<file path="src/rtl/evt_timer_pkg.sv">
package evt_timer_pkg;
   localparam int REG_W     = 32;
   localparam int ROUTE_W   = 5;
   localparam int NUM_LINES = 1 << ROUTE_W;

   // channel configuration bit positions
   localparam int B_LEVEL = 1;
   localparam int B_IE    = 2;
   localparam int B_TYPE  = 3;
   localparam int B_VSET  = 6;
   localparam int B_F32   = 8;
   localparam int B_ROUTE = 9;

   // register map
   localparam int A_CAP     = 'h000;
   localparam int A_PERIOD  = 'h004;
   localparam int A_GCFG    = 'h010;
   localparam int A_STATUS  = 'h020;
   localparam int A_COUNT   = 'h0F0;
   localparam int A_CH_BASE = 'h100;
   localparam int CH_STRIDE = 'h20;
   localparam int OFF_CFG   = 'h0;
   localparam int OFF_MASK  = 'h4;
   localparam int OFF_CMP   = 'h8;

   typedef enum logic [1:0] {VS_IDLE, VS_CMP, VS_PER} vset_phase_t;
endpackage

</file>
<file path="src/rtl/evt_timer_counter.sv">
module evt_timer_counter #(
   parameter int CNT_W = 32
) (
   input  logic             clk,
   input  logic             rst_n,
   input  logic             en,
   input  logic             ld,
   input  logic [CNT_W-1:0] ld_val,
   output logic [CNT_W-1:0] cnt
);
   always_ff @(posedge clk or negedge rst_n) begin
      if (!rst_n)        cnt <= '0;
      else if (en)       cnt <= cnt + 1'b1;
      else if (ld)       cnt <= ld_val;
   end

   assert_hold_R3: assert property (@(posedge clk) disable iff (!rst_n)
      (!en && !ld) |=> $stable(cnt));
   assert_count_R3: assert property (@(posedge clk) disable iff (!rst_n)
      en |=> cnt == $past(cnt) + 1'b1);
   assert_load_R4: assert property (@(posedge clk) disable iff (!rst_n)
      (!en && ld) |=> cnt == $past(ld_val));
endmodule

</file>
<file path="src/rtl/evt_timer_channel.sv">
module evt_timer_channel
   import evt_timer_pkg::*;
#(
   parameter int CNT_W   = 32,
   parameter bit PER_CAP = 1'b1
) (
   input  logic               clk,
   input  logic               rst_n,
   input  logic               tick,
   input  logic [CNT_W-1:0]   cnt,
   input  logic               cfg_we,
   input  logic [REG_W-1:0]   cfg_wdata,
   input  logic               cmp_we,
   input  logic [CNT_W-1:0]   cmp_wdata,
   input  logic               st_clr,
   output logic [REG_W-1:0]   cfg_rd,
   output logic [CNT_W-1:0]   cmp_q,
   output logic               status,
   output logic               drive,
   output logic [ROUTE_W-1:0] route
);
   logic             int_en, level, periodic, f32;
   logic             pulse;
   logic [CNT_W-1:0] per_q;
   vset_phase_t      phase;
   logic             hit;

   assign hit = tick && (cnt == cmp_q);

   always_ff @(posedge clk or negedge rst_n) begin
      if (!rst_n) begin
         int_en   <= 1'b0;
         level    <= 1'b0;
         periodic <= 1'b0;
         f32      <= 1'b0;
         route    <= '0;
      end else if (cfg_we) begin
         int_en   <= cfg_wdata[B_IE];
         level    <= cfg_wdata[B_LEVEL];
         periodic <= cfg_wdata[B_TYPE] & PER_CAP;
         f32      <= cfg_wdata[B_F32];
         route    <= cfg_wdata[B_ROUTE +: ROUTE_W];
      end
   end

   always_ff @(posedge clk or negedge rst_n) begin
      if (!rst_n) begin
         phase <= VS_IDLE;
         cmp_q <= '1;
         per_q <= '0;
      end else if (cfg_we && PER_CAP && cfg_wdata[B_VSET] && cfg_wdata[B_TYPE]) begin
         phase <= VS_CMP;
      end else if (cmp_we) begin
         unique case (phase)
            VS_CMP: begin
               cmp_q <= cmp_wdata;
               phase <= VS_PER;
            end
            VS_PER: begin
               per_q <= cmp_wdata;
               phase <= VS_IDLE;
            end
            default: begin
               cmp_q <= cmp_wdata;
               if (periodic) per_q <= cmp_wdata;
            end
         endcase
      end else if (hit && periodic) begin
         cmp_q <= cmp_q + per_q;
      end
   end

   always_ff @(posedge clk or negedge rst_n) begin
      if (!rst_n) begin
         status <= 1'b0;
         pulse  <= 1'b0;
      end else begin
         if (hit && int_en)  status <= 1'b1;
         else if (st_clr)    status <= 1'b0;
         pulse <= hit && int_en && !level;
      end
   end

   assign drive = level ? status : pulse;

   assign cfg_rd = {{(REG_W-B_ROUTE-ROUTE_W){1'b0}}, route, f32, 1'b0,
                    (phase != VS_IDLE), 1'b0, PER_CAP, periodic, int_en, level, 1'b0};

   assert_status_set_R5: assert property (@(posedge clk) disable iff (!rst_n)
      (hit && int_en) |=> status);
   assert_no_spurious_R5: assert property (@(posedge clk) disable iff (!rst_n)
      (!status && !(hit && int_en)) |=> !status);
   assert_w1c_R6: assert property (@(posedge clk) disable iff (!rst_n)
      (st_clr && !(hit && int_en)) |=> !status);
   assert_oneshot_fixed_R8: assert property (@(posedge clk) disable iff (!rst_n)
      (hit && !periodic && !cmp_we && !cfg_we) |=> $stable(cmp_q));
   assert_periodic_step_R8: assert property (@(posedge clk) disable iff (!rst_n)
      (hit && periodic && !cmp_we && !cfg_we) |=> cmp_q == $past(cmp_q) + $past(per_q));
   generate
      if (!PER_CAP) begin : g_no_per
         assert_type_ignored_R9: assert property (@(posedge clk) disable iff (!rst_n)
            cfg_we |=> (!periodic && phase == VS_IDLE));
      end
   endgenerate
endmodule

</file>
<file path="src/rtl/evt_timer_router.sv">
module evt_timer_router
   import evt_timer_pkg::*;
#(
   parameter int NUM_CH = 3
) (
   input  logic                         clk,
   input  logic                         rst_n,
   input  logic                         legacy_on,
   input  logic [NUM_CH-1:0]            drive,
   input  logic [NUM_CH*ROUTE_W-1:0]    route_flat,
   input  logic [NUM_CH*NUM_LINES-1:0]  mask_flat,
   output logic [NUM_LINES-1:0]         line
);
   localparam int LEG_LINE0 = 0;
   localparam int LEG_LINE1 = 8;

   always_comb begin
      line = '0;
      for (int c = 0; c < NUM_CH; c++) begin
         if (legacy_on && c < 2) begin
            if (drive[c]) line[(c == 0) ? LEG_LINE0 : LEG_LINE1] = 1'b1;
         end else if (drive[c] &&
                      mask_flat[c*NUM_LINES + int'(route_flat[c*ROUTE_W +: ROUTE_W])]) begin
            line[route_flat[c*ROUTE_W +: ROUTE_W]] = 1'b1;
         end
      end
   end

   assert_legacy_ch0_R11: assert property (@(posedge clk) disable iff (!rst_n)
      (legacy_on && drive[0]) |-> line[LEG_LINE0]);
   assert_legacy_ch1_R11: assert property (@(posedge clk) disable iff (!rst_n)
      (legacy_on && drive[1]) |-> line[LEG_LINE1]);
   assert_idle_lines_R10: assert property (@(posedge clk) disable iff (!rst_n)
      (drive == '0) |-> (line == '0));
endmodule

</file>
<file path="src/rtl/evt_timer_top.sv">
module evt_timer_top
   import evt_timer_pkg::*;
#(
   parameter int                       ADDR_W       = 12,
   parameter int                       CNT_W        = 32,
   parameter int                       NUM_CH       = 3,
   parameter int                       PERIOD_FS    = 10_000_000,
   parameter logic [15:0]              VENDOR_CODE  = 16'h1A2B,
   parameter logic [7:0]               REV_CODE     = 8'h01,
   parameter logic [NUM_CH-1:0]        PER_CAP_MASK = 3'b011,
   parameter logic [NUM_CH*32-1:0]     ROUTE_MASKS  = {32'h0000_0300, 32'h0000_00C0, 32'h0000_0030}
) (
   input  logic              clk,
   input  logic              rst_n,
   input  logic [ADDR_W-1:0] reg_addr,
   input  logic              reg_we,
   input  logic [31:0]       reg_wdata,
   output logic [31:0]       reg_rdata,
   output logic [31:0]       irq_line
);
   localparam int LAST_ADDR = A_CH_BASE + CH_STRIDE*NUM_CH - 1;

   generate
      if (NUM_CH < 2 || NUM_CH > 24) begin : g_bad_ch
         $error("NUM_CH must lie in 2..24");
      end
      if (PERIOD_FS <= 0 || PERIOD_FS > 100_000_000) begin : g_bad_per
         $error("PERIOD_FS must be nonzero and give at least 10 MHz");
      end
      if (CNT_W < 8 || CNT_W > REG_W) begin : g_bad_cw
         $error("CNT_W must lie in 8..32");
      end
      if ((1 << ADDR_W) <= LAST_ADDR) begin : g_bad_aw
         $error("ADDR_W too narrow for channel window");
      end
   endgenerate

   logic                      g_en, g_leg;
   logic [CNT_W-1:0]          cnt;
   logic [NUM_CH-1:0]         st, drv;
   logic [NUM_CH*ROUTE_W-1:0] route_flat;
   logic [REG_W-1:0]          ch_cfg [NUM_CH];
   logic [CNT_W-1:0]          ch_cmp [NUM_CH];
   logic                      wr_cnt;

   always_ff @(posedge clk or negedge rst_n) begin
      if (!rst_n) begin
         g_en  <= 1'b0;
         g_leg <= 1'b0;
      end else if (reg_we && reg_addr == ADDR_W'(A_GCFG)) begin
         g_en  <= reg_wdata[0];
         g_leg <= reg_wdata[1];
      end
   end

   assign wr_cnt = reg_we && reg_addr == ADDR_W'(A_COUNT);

   evt_timer_counter #(.CNT_W(CNT_W)) u_cnt (
      .clk(clk), .rst_n(rst_n), .en(g_en), .ld(wr_cnt),
      .ld_val(reg_wdata[CNT_W-1:0]), .cnt(cnt)
   );

   generate
      for (genvar n = 0; n < NUM_CH; n++) begin : g_ch
         localparam int BASE = A_CH_BASE + CH_STRIDE*n;
         logic [ROUTE_W-1:0] rt;
         evt_timer_channel #(.CNT_W(CNT_W), .PER_CAP(PER_CAP_MASK[n])) u_ch (
            .clk       (clk),
            .rst_n     (rst_n),
            .tick      (g_en),
            .cnt       (cnt),
            .cfg_we    (reg_we && reg_addr == ADDR_W'(BASE + OFF_CFG)),
            .cfg_wdata (reg_wdata),
            .cmp_we    (reg_we && reg_addr == ADDR_W'(BASE + OFF_CMP)),
            .cmp_wdata (reg_wdata[CNT_W-1:0]),
            .st_clr    (reg_we && reg_addr == ADDR_W'(A_STATUS) && reg_wdata[n]),
            .cfg_rd    (ch_cfg[n]),
            .cmp_q     (ch_cmp[n]),
            .status    (st[n]),
            .drive     (drv[n]),
            .route     (rt)
         );
         assign route_flat[n*ROUTE_W +: ROUTE_W] = rt;
      end
   endgenerate

   evt_timer_router #(.NUM_CH(NUM_CH)) u_rt (
      .clk(clk), .rst_n(rst_n), .legacy_on(g_leg), .drive(drv),
      .route_flat(route_flat), .mask_flat(ROUTE_MASKS), .line(irq_line)
   );

   always_comb begin
      reg_rdata = '0;
      if (reg_addr == ADDR_W'(A_CAP))
         reg_rdata = {VENDOR_CODE, 1'b1, 1'b0, 1'b0, 5'(NUM_CH-1), REV_CODE};
      else if (reg_addr == ADDR_W'(A_PERIOD))
         reg_rdata = 32'(PERIOD_FS);
      else if (reg_addr == ADDR_W'(A_GCFG))
         reg_rdata = {30'd0, g_leg, g_en};
      else if (reg_addr == ADDR_W'(A_STATUS))
         reg_rdata = 32'(st);
      else if (reg_addr == ADDR_W'(A_COUNT))
         reg_rdata = 32'(cnt);
      for (int n = 0; n < NUM_CH; n++) begin
         if (reg_addr == ADDR_W'(A_CH_BASE + CH_STRIDE*n + OFF_CFG))  reg_rdata = ch_cfg[n];
         if (reg_addr == ADDR_W'(A_CH_BASE + CH_STRIDE*n + OFF_MASK)) reg_rdata = ROUTE_MASKS[n*32 +: 32];
         if (reg_addr == ADDR_W'(A_CH_BASE + CH_STRIDE*n + OFF_CMP))  reg_rdata = 32'(ch_cmp[n]);
      end
   end
endmodule

</file>
<file path="config.mk">
export PLATFORM = sky130hd
export DESIGN_NAME = evt_timer_top
export DESIGN_NICKNAME = d
export VERILOG_FILES = /design/src/rtl/evt_timer_pkg.sv /design/src/rtl/evt_timer_counter.sv /design/src/rtl/evt_timer_channel.sv /design/src/rtl/evt_timer_router.sv /design/src/rtl/evt_timer_top.sv
export SDC_FILE = /design/constraint.sdc
export NUM_CORES = 1
export LEC_CHECK = 0
export BUFFER_PORTS_ARGS = -buffer_cell sky130_fd_sc_hd__buf_2
export CORE_UTILIZATION = 50
export DETAILED_ROUTE_END_ITERATION = 7
export PLACE_DENSITY = 0.79
export SETUP_SLACK_MARGIN = 0.1
export SYNTH_ARGS = -nofsm -noshare
export SYNTH_HDL_FRONTEND = slang
export SYNTH_SLANG_ARGS = --single-unit
export TNS_END_PERCENT = 20
</file>
<file path="constraint.sdc">
create_clock -name clk -period 2.92 [get_ports clk]
set_input_delay 0 -clock clk [delete_from_list [all_inputs] [get_ports clk]]
set_output_delay 0 -clock clk [all_outputs]
set_load 0.01 [all_outputs]
</file>
== After elaboration in Yosys (flattened, before gate mapping) ==
Memories as Yosys holds them, arrays and structs flattened.
Index checks and enable logic that the tools add are counted.

* Add/sub/neg operators: 5
* $lt $le $gt $ge: 9
* Equal/unequal tests: 25
* Multiplexer cells: 65
* Bitwise operators: 6
* Reduce and logical (&&, ||, !) cells: 61

{| class="wikitable"
|+ Operators by type and width
! kind !! number
|-
| 32-bit two-way mux || 29
|-
| 32-bit case mux with 2 select lines || 2
|-
| 12-bit by 9-bit == test with 1-bit output (second input constant) || 9
|-
| 32-bit == test || 3
|-
| 32-bit adder || 2
|-
| 32-bit by 9-bit < comparator with 1-bit output (second input constant) || 2
|-
| 32-bit OR || 2
|-
| 1-bit logical AND || 33
|-
| 32-bit by 1-bit adder with 32-bit output (second input constant) || 1
|-
| 31-bit two-way mux || 1
|-
| 2-bit nonzero test || 14
|-
| 23-bit two-way mux || 1
|-
| 1-bit two-way mux || 21
|-
| 5-bit by 6-bit < comparator with 1-bit output (second input constant) || 3
|-
| 1-bit demux with 5-bit select || 3
|-
| 5-bit by 1-bit >= comparator with 1-bit output (second input constant) || 3
|-
| 12-bit by 3-bit == test with 1-bit output (second input constant) || 1
|-
| 12-bit by 5-bit == test with 1-bit output (second input constant) || 1
|-
| 12-bit by 6-bit == test with 1-bit output (second input constant) || 1
|-
| 12-bit by 8-bit == test with 1-bit output (second input constant) || 1
|-
| 12-bit zero test || 1
|-
| 2-bit case mux with 2 select lines || 3
|-
| 7-bit by 5-bit adder with 8-bit output (first input constant) || 1
|-
| 5-bit by 8-bit < comparator with 1-bit output (second input constant) || 1
|-
| 12 further kinds || 32
|}

* Flip-flop bits (word level): 232
* Memory bits (read-only): 288
* Bits of input ports: 47
* Output and inout bits: 64
* Word-level logic and storage cells: 205
* Memories kept: 3

{| class="wikitable"
|+ Memories
! memory !! words !! bits a word !! read ports !! clocked after Yosys merged registers in !! write ports !! RTL line !! text
|-
| (name not given) || 128 || 1 || 1 || 0 || 0 || evt_timer_router.sv:23 || <nowiki>mask_flat[c*NUM_LINES + int'(route_flat[c*ROUTE_W +: ROUTE_W])]) begin</nowiki>
|-
| (name not given) || 128 || 1 || 1 || 0 || 0 || evt_timer_router.sv:23 ||
|-
| (name not given) || 32 || 1 || 1 || 0 || 0 || evt_timer_router.sv:23 ||
|}

== Depth between registers and ports, before layout ==
* Depth in word-level cells: 15
* Gate-level depth with buffers: 13
* Depth with buffers taken out: 13

== Hierarchy ==
Synthesis repeated with hierarchy kept, for this count alone.

* Cells, all modules: 2209
* Area, all modules: 19733.9 um^2

{| class="wikitable"
|+ By module, submodules not included
! module !! instances !! cells each !! area each (um^2) !! sequential area each (um^2)
|-
| evt_timer_channel (g_ch[0].u_ch ...) || 2 || 570 || 5462.7 || 1966.9
|-
| evt_timer_top || 1 || 413 || 2642.5 || 50.0
|-
| evt_timer_channel (g_ch[2].u_ch) || 1 || 169 || 2232.1 || 1116.1
|-
| evt_timer_counter || 1 || 240 || 2029.4 || 800.8
|-
| evt_timer_router || 1 || 247 || 1904.3 || 0.0
|}

== Worst setup path after synthesis ==
Ideal clock, no wire load.

* Path type: flip-flop to flip-flop
* Start point: reg g_ch[0].u_ch.cmp_q[0]
* End point: reg g_ch[0].u_ch.cmp_q[28]
* Library setup time: 82 ps
* Data arrival time: 2929 ps
* Required time: 2838 ps
* Setup slack: -91 ps
* Cell stages (with the launch flop): 14
* Buffers on the path: 0
* Clock period less this slack: 3011 ps
* Cells stage by stage: dfstp_2 > ha_1 > inv_1 > fa_1 > nor2b_1 > o2111ai_1 > a211oi_2 > a211oi_2 > o31ai_2 > o211ai_1 > a21oi_1 > xnor2_1 > o21ai_0 > mux2_2

* Word-level cells in the longest chain between the ends: 5
* Elaborated cells between the ends (all ways): 8
* Classes of those cells: add/sub (1); eq/ne (1); mux (2); reduce/logical (4)

{| class="wikitable"
|+ Ends and longest elaborated chain
! what !! RTL line !! text
|-
| from (decl) || evt_timer_channel.sv:17 || <nowiki>output logic [CNT_W-1:0] cmp_q,</nowiki>
|-
| from (signal assigned) || evt_timer_channel.sv:56 || <nowiki>cmp_q <= cmp_wdata;</nowiki>
|-
| from (signal assigned) || evt_timer_channel.sv:64 || <nowiki>cmp_q <= cmp_wdata;</nowiki>
|-
| from (signal assigned) || evt_timer_channel.sv:69 || <nowiki>cmp_q <= cmp_q + per_q;</nowiki>
|-
| parallel branches: the longest is 5 deep, another holds 32-bit adder || - ||
|}

Parallel ways; which one is timed is not known. The select of a mux whose other input is x is not followed.
A chain may end at the register's enable or synchronous reset.

== Final worst setup path ==
Same ends and word-level chain as after synthesis.

==> results.cfg <==
[status]
status = complete, but fails checks
violations = setup timing

[logic_synthesis]
yosys.area.top_type_share = 0.2098
synth.avg_cell_area_um2 = 9.221
synth_area_um2 = 16100
synthArstFlopShare = 1.000
synth_cells = 1746
synth_largest_area_cell = dfrtp_1
yosysWarnings = 0
synth_edf_count = 0
synth_common_cells = nand2_1 (216), o21ai_0 (136), dfrtp_1 (135)
synth_most_common_cell = nand2_1
yosys_register_bits = 231
synth_flop_cell = dfrtp_1
ys_types = 83
ys_seq_area_frac = 0.3665
synthTopCellsByArea = dfrtp_1 (21%), dfstp_2 (16%), mux2_2 (8.1%)

[route]
drt_pass1_iterations = 6
drt-total-wl_mm = 52.52
viasPerCell = 6.243
wl_per_cell_um = 22.34
vias = 14680
drc = 0
drtAntennaViolNets = 0
drt_iter0_markers = 1644

[pwr]
power_leakage_nw = 9.015
peakVddDrop_v = 0.0005285
power.total_w = 0.007634
p_per_area_nw_per_um2 = 396.3

[die]
die_h_um = 181.4
design.portCount = 111
core_um2 = 31640
die_area_um2 = 32920
start_util = 0.5089
std_cell_rows = 65
die_w_um = 181.4

[layout]
fin_area_um2 = 19260
seq_area_um2 = 5902
multiInputGateArea_um2 = 9814
area_growth_pct = 19.65
drive_above_1_share = 0.2911
finalNetCount = 2044
final_cells = 2351
utilization = 0.6089
fill_cells = 2636

[setup_path]
setup.worst_path.start_class = register
cp.arrival_ns = 3.45
worstPathMaxFanout = 2
end_kind = register
reg2reg_depth = 13
required_ns = 3.40
path_class = reg -> reg

[sta]
rsz0062_at_grt = yes
hold_slack_ns = 0.04690
setup_violations = 2
max_slew.worst_pin.slew_ns = 0.7354
clock_skew_ns = 0.01129
finalHoldViolCount = 0
finalCriticalPeriod_ns = 2.974
slew_violations = 0
min_period_over_period = 1.018
fmax_ghz = 0.3363
setup_slack_ns = -0.05398
slew_headroom = 0.5052

[cts]
root_buffer = clkbuf_16
clock_sinks = 231
clkSlewWorstSetupHoldPaths_ns = 0.06
clk_latency_ns = 0.55
cts_buffers = 28
cts_htree_levels = 1
clock_path_buffers = 3
cts_tree = done

[placed_design]
place_congestion = 0.9957
placed_area_um2 = 17640
io_buffers = 85
place_hpwl_mm = 38.63
place_inst = 2261

[global_routing]
track_usage = 0.3165
grt_max_degree = 85
antenna_found_initial = 1
grt_pass1_vias = 13910
grt_pass1_wl_mm = 80.79
overflow = 0

[flow_run]
maxCapViolCount = 0

[worst_hold_path]
hold_class = in -> async
==> stage by stage <==
step / TNS [ns] / worst slack (ns)
2_1_floorplan: 0 / 0.08348
3_3_place_gp: 0 / 0.02250
3_5_place_dp: -0.6389 / -0.1365
4_1_cts: -0.1600 / -0.05628
5_1_grt: -0.9310 / -0.1860
6_report: -0.09956 / -0.05398
==> layout by cell type (no fill, tap or decap), types with 28 or more instances in the layout <==
| cell type | n |
|---|---|
| a21oi_1 | 111 |
| mux2_2 | 114 |
| dfrtp_1 | 134 |
| buf_4 | 137 |
| buf_2 | 84 |
| xor2_1 | 97 |
| mux2i_1 | 39 |
| nand2_1 | 215 |
| o21ai_0 | 121 |
| ha_1 | 63 |
| inv_1 | 32 |
| dlygate4sd3_1 | 35 |
| clkbuf_16 | 29 |
| nor2_1 | 90 |
| xnor2_1 | 75 |
| a222oi_1 | 28 |
| a21o_1 | 36 |
| dfstp_2 | 96 |
==> flip-flops by register name, summed over array words and instances, names as in the netlist <==
| register | cells |
|---|---|
| g_ch.u_ch.cmp_q | 96 |
| g_ch.u_ch.f32 | 3 |
| g_ch.u_ch.int_en | 3 |
| g_ch.u_ch.level | 3 |
| g_ch.u_ch.per_q | 64 |
| g_ch.u_ch.periodic | 2 |
| g_ch.u_ch.phase | 5 |
| g_ch.u_ch.pulse | 3 |
| g_ch.u_ch.route | 15 |
| g_ch.u_ch.status | 3 |
| g_en | 1 |
| g_leg | 1 |
| u_cnt.cnt | 32 |
==> worst max-delay path, stage by stage (launching register included) <==
cell and delay [ns]:
dfstp_2 0.55, ha_4 0.13, inv_2 0.03, fa_2 0.36, nor2b_4 0.15, o2111ai_4 0.16
a211oi_4 0.32, a211oi_4 0.14, o31ai_4 0.25, o211ai_1 0.14, a21oi_1 0.18, xnor2_1 0.13
o21ai_1 0.08, mux2_4 0.27
==> path summary, 6_finish.rpt <==
path,start,to,slack (ns)
setup / recovery,g_ch[0].u_ch.cmp_q[0],g_ch[0].u_ch.cmp_q[28],-0.05
hold / removal,rst_n,g_ch[1].u_ch.per_q[8],0.05
setup reg to reg,g_ch[0].u_ch.cmp_q[0],g_ch[0].u_ch.cmp_q[28],-0.05
hold reg to reg,g_ch[0].u_ch.level,g_ch[0].u_ch.pulse,0.50
max in group asynchronous,rst_n,g_ch[0].u_ch.cmp_q[29],1.94
min in group clk,reg_we,g_ch[2].u_ch.status,0.06
==> per-layer routing <==
metal  wire length [um]  global-route usage
met1              21450              0.4331
met3               5244             0.06598
met4               2900              0.1393
met5                  0                   0
met2              22920              0.4838
==> cells by family after synthesis <==
logic type | synth area share
AO/OA/AOI/OAI | 0.1757
XOR/XNOR | 0.09613
adder cells (fa/ha/maj) | 0.05611
buffers and inverters | 0.05082
flip-flops | 0.3665
multiplexers | 0.1054
other | 0.0002329
AND/OR/NAND/NOR | 0.1491
==> final cells by class <==
type,instances,share of cell area
diodes,1,0.0001299
clock buffers,47,0.04689
clock inverters,5,0.002598
inverters,33,0.006430
multi-input cells,1367,0.5095
flip-flops and latches,231,0.3064
well taps,402,0.02611
repair buffers,265,0.1020
==> power breakdown <==
group          leakage [nW]  total (W)  internal [W]  switching, W
registers              2.73    0.00337       0.00326      0.000104
logic                  5.81   0.000694      0.000249      0.000445
clock network         0.475    0.00357       0.00217       0.00140
==> what timing repair did <==
action | in CTS | in global routing
endpoints found under the setup margin | 16 | 32
endpoints found under the hold margin | 294 | 0
setup buffers | 0 | 2
gates resized for setup | 28 | 47
gates cloned | 0 | 0
hold buffers | 35 | 0
pin swaps | 5 | 13
Power figures use the tool's default switching activity.
